### config.mk
export PLATFORM = sky130hd
export DESIGN_NAME = hz_interlock
export DESIGN_NICKNAME = d
export VERILOG_FILES = /design/src/rtl/hz_pkg.sv /design/src/rtl/hz_cmp.sv /design/src/rtl/hz_src_scan.sv /design/src/rtl/hz_hold_ctrl.sv /design/src/rtl/hz_interlock.sv
export SDC_FILE = /design/constraint.sdc
export NUM_CORES = 1
export LEC_CHECK = 0
export BUFFER_PORTS_ARGS = -buffer_cell sky130_fd_sc_hd__clkbuf_2
export CELL_PAD_IN_SITES_DETAIL_PLACEMENT = 1
export CELL_PAD_IN_SITES_GLOBAL_PLACEMENT = 2
export CORE_ASPECT_RATIO = 1.2
export CORE_MARGIN = 3
export CORE_UTILIZATION = 22
export DETAILED_ROUTE_END_ITERATION = 8
export GPL_TIMING_DRIVEN = 0
export PLACE_DENSITY_LB_ADDON = 0.25
export REMOVE_ABC_BUFFERS = 1
export SLEW_MARGIN = 30
export SYNTH_ARGS = -nofsm -noshare
export SYNTH_HDL_FRONTEND = slang
export SYNTH_HIERARCHICAL = 1
export SYNTH_SLANG_ARGS = --single-unit
export TNS_END_PERCENT = 100
### constraint.sdc
create_clock -name vclk -period 1.5
set_clock_uncertainty 0.15 [all_clocks]
set_input_delay 0 -clock vclk [all_inputs]
set_output_delay 0 -clock vclk [all_outputs]
set_load 0.05 [all_outputs]
### src/rtl/hz_pkg.sv
// Package: shared constants and helpers for the dependency interlock.
// Assumes register number 0 is a hard-wired zero register.
package hz_pkg;

    // Default width of a register number.
    localparam int SPEC_W = 5;

    // Default count of source operands read in decode.
    localparam int SRC_CNT = 2;

    // Default count of downstream stages that may still hold a pending write.
    localparam int DST_CNT = 3;

    // Helper: a stage holds a pending register write.
    function automatic logic live_writer(input logic valid, input logic wen);
        return valid & wen;
    endfunction

endpackage

### src/rtl/hz_cmp.sv
// Module: compares one source register number against one stage destination.
// Assumes: 'live' already folds the stage's valid and write-enable bits.
// A source equal to zero never matches.
module hz_cmp #(
    parameter int REG_W = hz_pkg::SPEC_W
) (
    input  logic             live,
    input  logic [REG_W-1:0] src,
    input  logic [REG_W-1:0] rd,
    output logic             match
);

    logic src_nonzero;
    logic same_reg;

    // Decide whether this one source waits on this one stage.
    always_comb begin
        src_nonzero = |src;
        same_reg    = (src == rd);
        match       = live & src_nonzero & same_reg;
    end

endmodule

### src/rtl/hz_src_scan.sv
// Module: scans one source register number against every downstream stage.
// Assumes: destinations are packed with stage j at bits [j*REG_W +: REG_W].
module hz_src_scan #(
    parameter int REG_W   = hz_pkg::SPEC_W,
    parameter int NUM_DST = hz_pkg::DST_CNT
) (
    input  logic [REG_W-1:0]         src,
    input  logic [NUM_DST-1:0]       dst_live,
    input  logic [NUM_DST*REG_W-1:0] dst_rd,
    output logic                     hit
);

    logic [NUM_DST-1:0] stage_match;

    for (genvar j = 0; j < NUM_DST; j++) begin : g_stage
        hz_cmp #(.REG_W(REG_W)) u_cmp (
            .live  (dst_live[j]),
            .src   (src),
            .rd    (dst_rd[j*REG_W +: REG_W]),
            .match (stage_match[j])
        );
    end

    // Any stage match makes this source unsafe to read.
    always_comb begin
        hit = |stage_match;
    end

endmodule

### src/rtl/hz_hold_ctrl.sv
// Module: turns per-source hit flags into the three pipeline controls.
// Assumes: the controls are only meaningful while decode holds a real instruction.
module hz_hold_ctrl #(
    parameter int NUM_SRC = hz_pkg::SRC_CNT
) (
    input  logic               id_valid,
    input  logic [NUM_SRC-1:0] src_hit,
    output logic               pc_hold,
    output logic               ifid_hold,
    output logic               bubble
);

    logic stall;

    // Combine the source hits into one stall decision.
    always_comb begin
        stall = id_valid & (|src_hit);
    end

    // Fan the stall decision out to fetch, decode and execute entry.
    always_comb begin
        pc_hold   = stall;
        ifid_hold = stall;
        bubble    = stall;
    end

endmodule

### src/rtl/hz_interlock.sv
// Module: decode-stage stall-only dependency interlock (top).
// Compares every decode source with every downstream destination and raises
// hold/bubble controls while an older write is still pending.
// Assumes: no forwarding exists; the register file is read in decode.
// Stage order: 0 = execute entry, 1 = memory, 2 = write-back. Purely combinational.
module hz_interlock #(
    parameter int REG_W   = hz_pkg::SPEC_W,
    parameter int NUM_SRC = hz_pkg::SRC_CNT,
    parameter int NUM_DST = hz_pkg::DST_CNT
) (
    input  logic                     id_valid,
    input  logic [NUM_SRC*REG_W-1:0] id_src,
    input  logic [NUM_DST-1:0]       dst_valid,
    input  logic [NUM_DST-1:0]       dst_wen,
    input  logic [NUM_DST*REG_W-1:0] dst_rd,
    output logic                     pc_hold,
    output logic                     ifid_hold,
    output logic                     bubble
);

    logic [NUM_DST-1:0] dst_live;
    logic [NUM_SRC-1:0] src_hit;

    // Mark which downstream stages hold a pending register write.
    for (genvar j = 0; j < NUM_DST; j++) begin : g_live
        always_comb begin
            dst_live[j] = hz_pkg::live_writer(dst_valid[j], dst_wen[j]);
        end
    end

    for (genvar k = 0; k < NUM_SRC; k++) begin : g_src
        hz_src_scan #(.REG_W(REG_W), .NUM_DST(NUM_DST)) u_scan (
            .src      (id_src[k*REG_W +: REG_W]),
            .dst_live (dst_live),
            .dst_rd   (dst_rd),
            .hit      (src_hit[k])
        );
    end

    hz_hold_ctrl #(.NUM_SRC(NUM_SRC)) u_ctrl (
        .id_valid  (id_valid),
        .src_hit   (src_hit),
        .pc_hold   (pc_hold),
        .ifid_hold (ifid_hold),
        .bubble    (bubble)
    );

endmodule

---- Word-level counts from Yosys, hierarchy flattened ----
Index checks and enable logic that the tools add are counted.
word-level totals
  register bits after elaboration ......... 0
  input port bits ......................... 32
  output and inout bits ................... 3
  logic and storage cells ................. 25
cells by class
  equality and inequality tests ........... 6
  bitwise operators ....................... 16
  reduce and logical (&&, ||, !) cells .... 3
operator list
  cell              count
  $eq A5 B5 Y1      6
  $and A1 B1 Y1     16
  $reduce_or A5 Y1  2
  $reduce_or A6 Y1  1

---- Longest topological paths before layout ----
  word-level depth ........................ 5
  gate-level depth with buffers ........... 6

---- Modules after synthesis ----
Netlist, hierarchy kept.
by module, submodules not included
  module        instances  cells an instance  area each (um^2)  seq. area each (um^2)
  hz_cmp        6          10                 76.3              0.0
  hz_hold_ctrl  1          3                  22.5              0.0
  hz_interlock  1          3                  18.8              0.0
  hz_src_scan   2          1                  6.3               0.0

---- Least setup slack after synthesis ----
OpenSTA, ideal clock, no wires.
  kind .................................... input port to output port
  start point ............................. input id_src[5]
  end point ............................... output ifid_hold
  data arrival time ....................... 1.497 ns
  path slack .............................. -0.147 ns
  stages on the path ...................... 6
  path through ............................ nor4_2 > o21ai_1 > and4_1 > or3_1 > o21a_1 > buf_4
between the ends
  cells in the longest elaborated chain, start to end .. 5
  elaborated cells between the ends (all ways) .. 12
  those cells by class .................... eq/ne (3); bitwise (7); reduce/logical (2)
RTL lines
  what                                RTL line            source
  start: declaration                  hz_interlock.sv:12  input logic [NUM_SRC*REG_W-1:0] id_src,
  $reduce_or A5 Y1                    hz_cmp.sv:18        src_nonzero = |src;
  $and A1 B1 Y1                       hz_cmp.sv:20        match = live & src_nonzero & same_reg;
  $and A1 B1 Y1 *                     hz_cmp.sv:20
  via g_src[1].u_scan.stage_match[1]  hz_src_scan.sv:13   logic [NUM_DST-1:0] stage_match;
  $reduce_or A6 Y1 *                  hz_hold_ctrl.sv:17  stall = id_valid & (|src_hit);
  $and A1 B1 Y1 *                     hz_hold_ctrl.sv:17
  end: declaration                    hz_interlock.sv:17  output logic ifid_hold,
The timed path passes the listed nets; every way through them passes the cells marked *.

---- Final worst setup path ----
  start point ............................. input id_src[8]
  end point ............................... output bubble
between the ends
  cells in the longest elaborated chain, start to end .. 5
  elaborated cells between the ends (all ways) .. 12
  those cells by class .................... eq/ne (3); bitwise (7); reduce/logical (2)
RTL lines
  what                                RTL line            source
  $reduce_or A5 Y1                    hz_cmp.sv:18
  $and A1 B1 Y1                       hz_cmp.sv:20
  $and A1 B1 Y1 *                     hz_cmp.sv:20
  via g_src[1].u_scan.stage_match[0]  hz_src_scan.sv:13
  $reduce_or A6 Y1 *                  hz_hold_ctrl.sv:17
  $and A1 B1 Y1 *                     hz_hold_ctrl.sv:17
  end: declaration                    hz_interlock.sv:18  output logic bubble
Marks and branches as above.

==> results by group <==
Status
  • Status: finished with violations
  • Violated checks: setup timing

Critical path
  • Endpoint class of the critical path: output port
  • WP buf/inv: 2
  • Critical path arrival: 1440 ps
  • CP max stage delay: 370 ps
  • Worst EP required: around 1400 ps
  • Critical path cell sequence: clkbuf_16 > nor4_4 > o21ai_1 > and4_1 > or3_4 > o21a_4 > buf_8
  • Delay-heaviest family, CP: simple AND/OR/NAND/NOR gates
  • Slowest cell on the critical path: or3_4
  • WS Path Type: in2out
  • Startpoint Class: primary input
  • Crit path max fanout: 6

Cells and area
  • Commonest non-fill, non-tap cell in the layout: clkbuf_2
  • Sequential cell count: 0
  • Nets@finish: 135
  • Clock buffer count: 0
  • Filler Cells Inserted: approximately 270
  • Most frequent cells in the layout: clkbuf_2, xor2_1
  • Number of diodes: 0
  • Register area: 0 sq um
  • Area Overhead vs Synth: 66.7%
  • Layout cell share with drive strength beyond 1: 42.6%

Routing
  • Final ANT Viol Nets: 0
  • Post-Route WL: approximately 1.7 mm
  • WL/cell: roughly 13 um
  • Detailed Route Iter0 Violations: 1
  • First-pass DRT Iterations: 4
  • Drt via density: 4.39
  • Final routed DRC violation total: 0
  • Vias: roughly 580

Logic synthesis
  • Yosys warnings: 6
  • Sequential area share after synthesis: 0%
  • Post-Syn Instances: about 70
  • Syn Area/Cell: about 7.5 sq um
  • Synthesized area: between 500 and 600 sq um
  • Yosys cell types: 12

Clocking
  • Setup Buffers After CTS: 0
  • Cts hold-fix bufs: 0

Die
  • Rows: 18
  • Top Ports: 35
  • Starting Density: about a quarter
  • Die height: approximately 59 um
  • Die area: slightly below 3000 sq um
  • Core box area: 2140 sq um
  • DIE WIDTH: 50.0 um

Flow run
  • Max_cap viols: 0

Global route
  • Vias in the first global route: ~600
  • GR Layer Usage met2: approximately 24%
  • Met3 Usage GRT: under 10%
  • Global-route track usage on met1: between 10 and 15%
  • Total track usage: ~12%
  • GRT Max-Usage Layer: met2
  • Grt ovf: 0
  • Largest net degree at the start of global routing: 7
  • First-pass GRT wire length: 2.83 mm
  • Antenna violations before repair: 0

Pwr
  • Pwr dens: roughly 250 nW/um^2
  • Peak supply drop: about 0.092 mV
  • Leakage: ~0.36 nW

Worst hold path
  • HP Class: in2out

STA
  • Sum Neg Setup Slack: -272 ps
  • Final worst-path cycle share: 106%
  • FMAX: around 630 MHz
  • Slew Limit Fails: 0
  • RSZ-0062 raised after global routing: yes
  • Final setup margin: -91.0 ps
  • Slew of the pin with the lowest slew margin: 285 ps
  • Rel. slew slack: between 80% and 90%
  • Final Setup Violations: 3
  • Final Hold Vio Count: 0
  • Tmin final: around 1600 ps

Place
  • HPWL after detailed placement: 1.44 mm
  • Port Buf Inserts: 35
  • Worst slack, placed: -234 ps
  • RD Place Congestion: 0.710
[report_power, final]
group / internal (mW) / leakage [nW] / switching (mW)
clock: 0 / 0 / 0
sequential: 0 / 0 / 0
combinational: 0.106 / 0.360 / 0.104
[area by class of cell]
cell class	instances	area (sq um)	share of cell area, %
multi-input cells	66	544	63.8
repair buffers	35	272	31.8
well taps	30	37.5	4.40
[repair_timing]
item	4_1_cts	5_1_grt
endpoints found under the setup margin	3	3
pin swaps	13	8
gates resized for setup	22	9
[per-stage QoR]
stage / instance area [sq um] / instances / power (mW) / utilization [%] / hold WS (ps)
after floorplan: 497 / 66 / 0.0804 / - / 452
after global placement: 709 / 131 / 0.173 / 33.2 / 298
final: 853 / 131 / 0.210 / 39.9 / 219
after global routing: 853 / 131 / 0.233 / 39.9 / 232
after CTS: 827 / 131 / 0.206 / 38.7 / 259
after detailed placement: 709 / 131 / 0.176 / 33.2 / 290
[kinds of logic after synthesis]
family	after synthesis	share of synthesized area [%]
simple gates	35	48.7
xor+xnor	24	41.1
compound gates	7	7.34
buf+inv	2	2.93
[synthesized netlist by cell type (all sizes together)]
| cell | count | share of area (%) |
|---|---|---|
| o21ai | 6 | 5.9 |
| or3 | 2 | 2.4 |
| nor4 | 6 | 15 |
| buf | 2 | 2.9 |
| and2 | 3 | 3.7 |
| nor3 | 6 | 5.9 |
| and4 | 6 | 10 |
| nand2 | 6 | 4.4 |
| or2 | 6 | 7.3 |
| xnor2 | 6 | 10 |
| xor2 | 18 | 31 |
| o21a | 1 | 1.5 |
[path summary, 6_finish.rpt]
| path | from | to | cells past startpoint |
|---|---|---|---|
| max | id_src[8] | bubble | 7 |
| min | id_valid | pc_hold | 3 |
[layer usage]
metal	share of wire [%]	vias to the layer above
met3	5.7	0
met2	52	17
met4	0	0
met5	0	-
met1	42	251
li1	-	307
No activity file was read; power rests on OpenSTA's default activity.
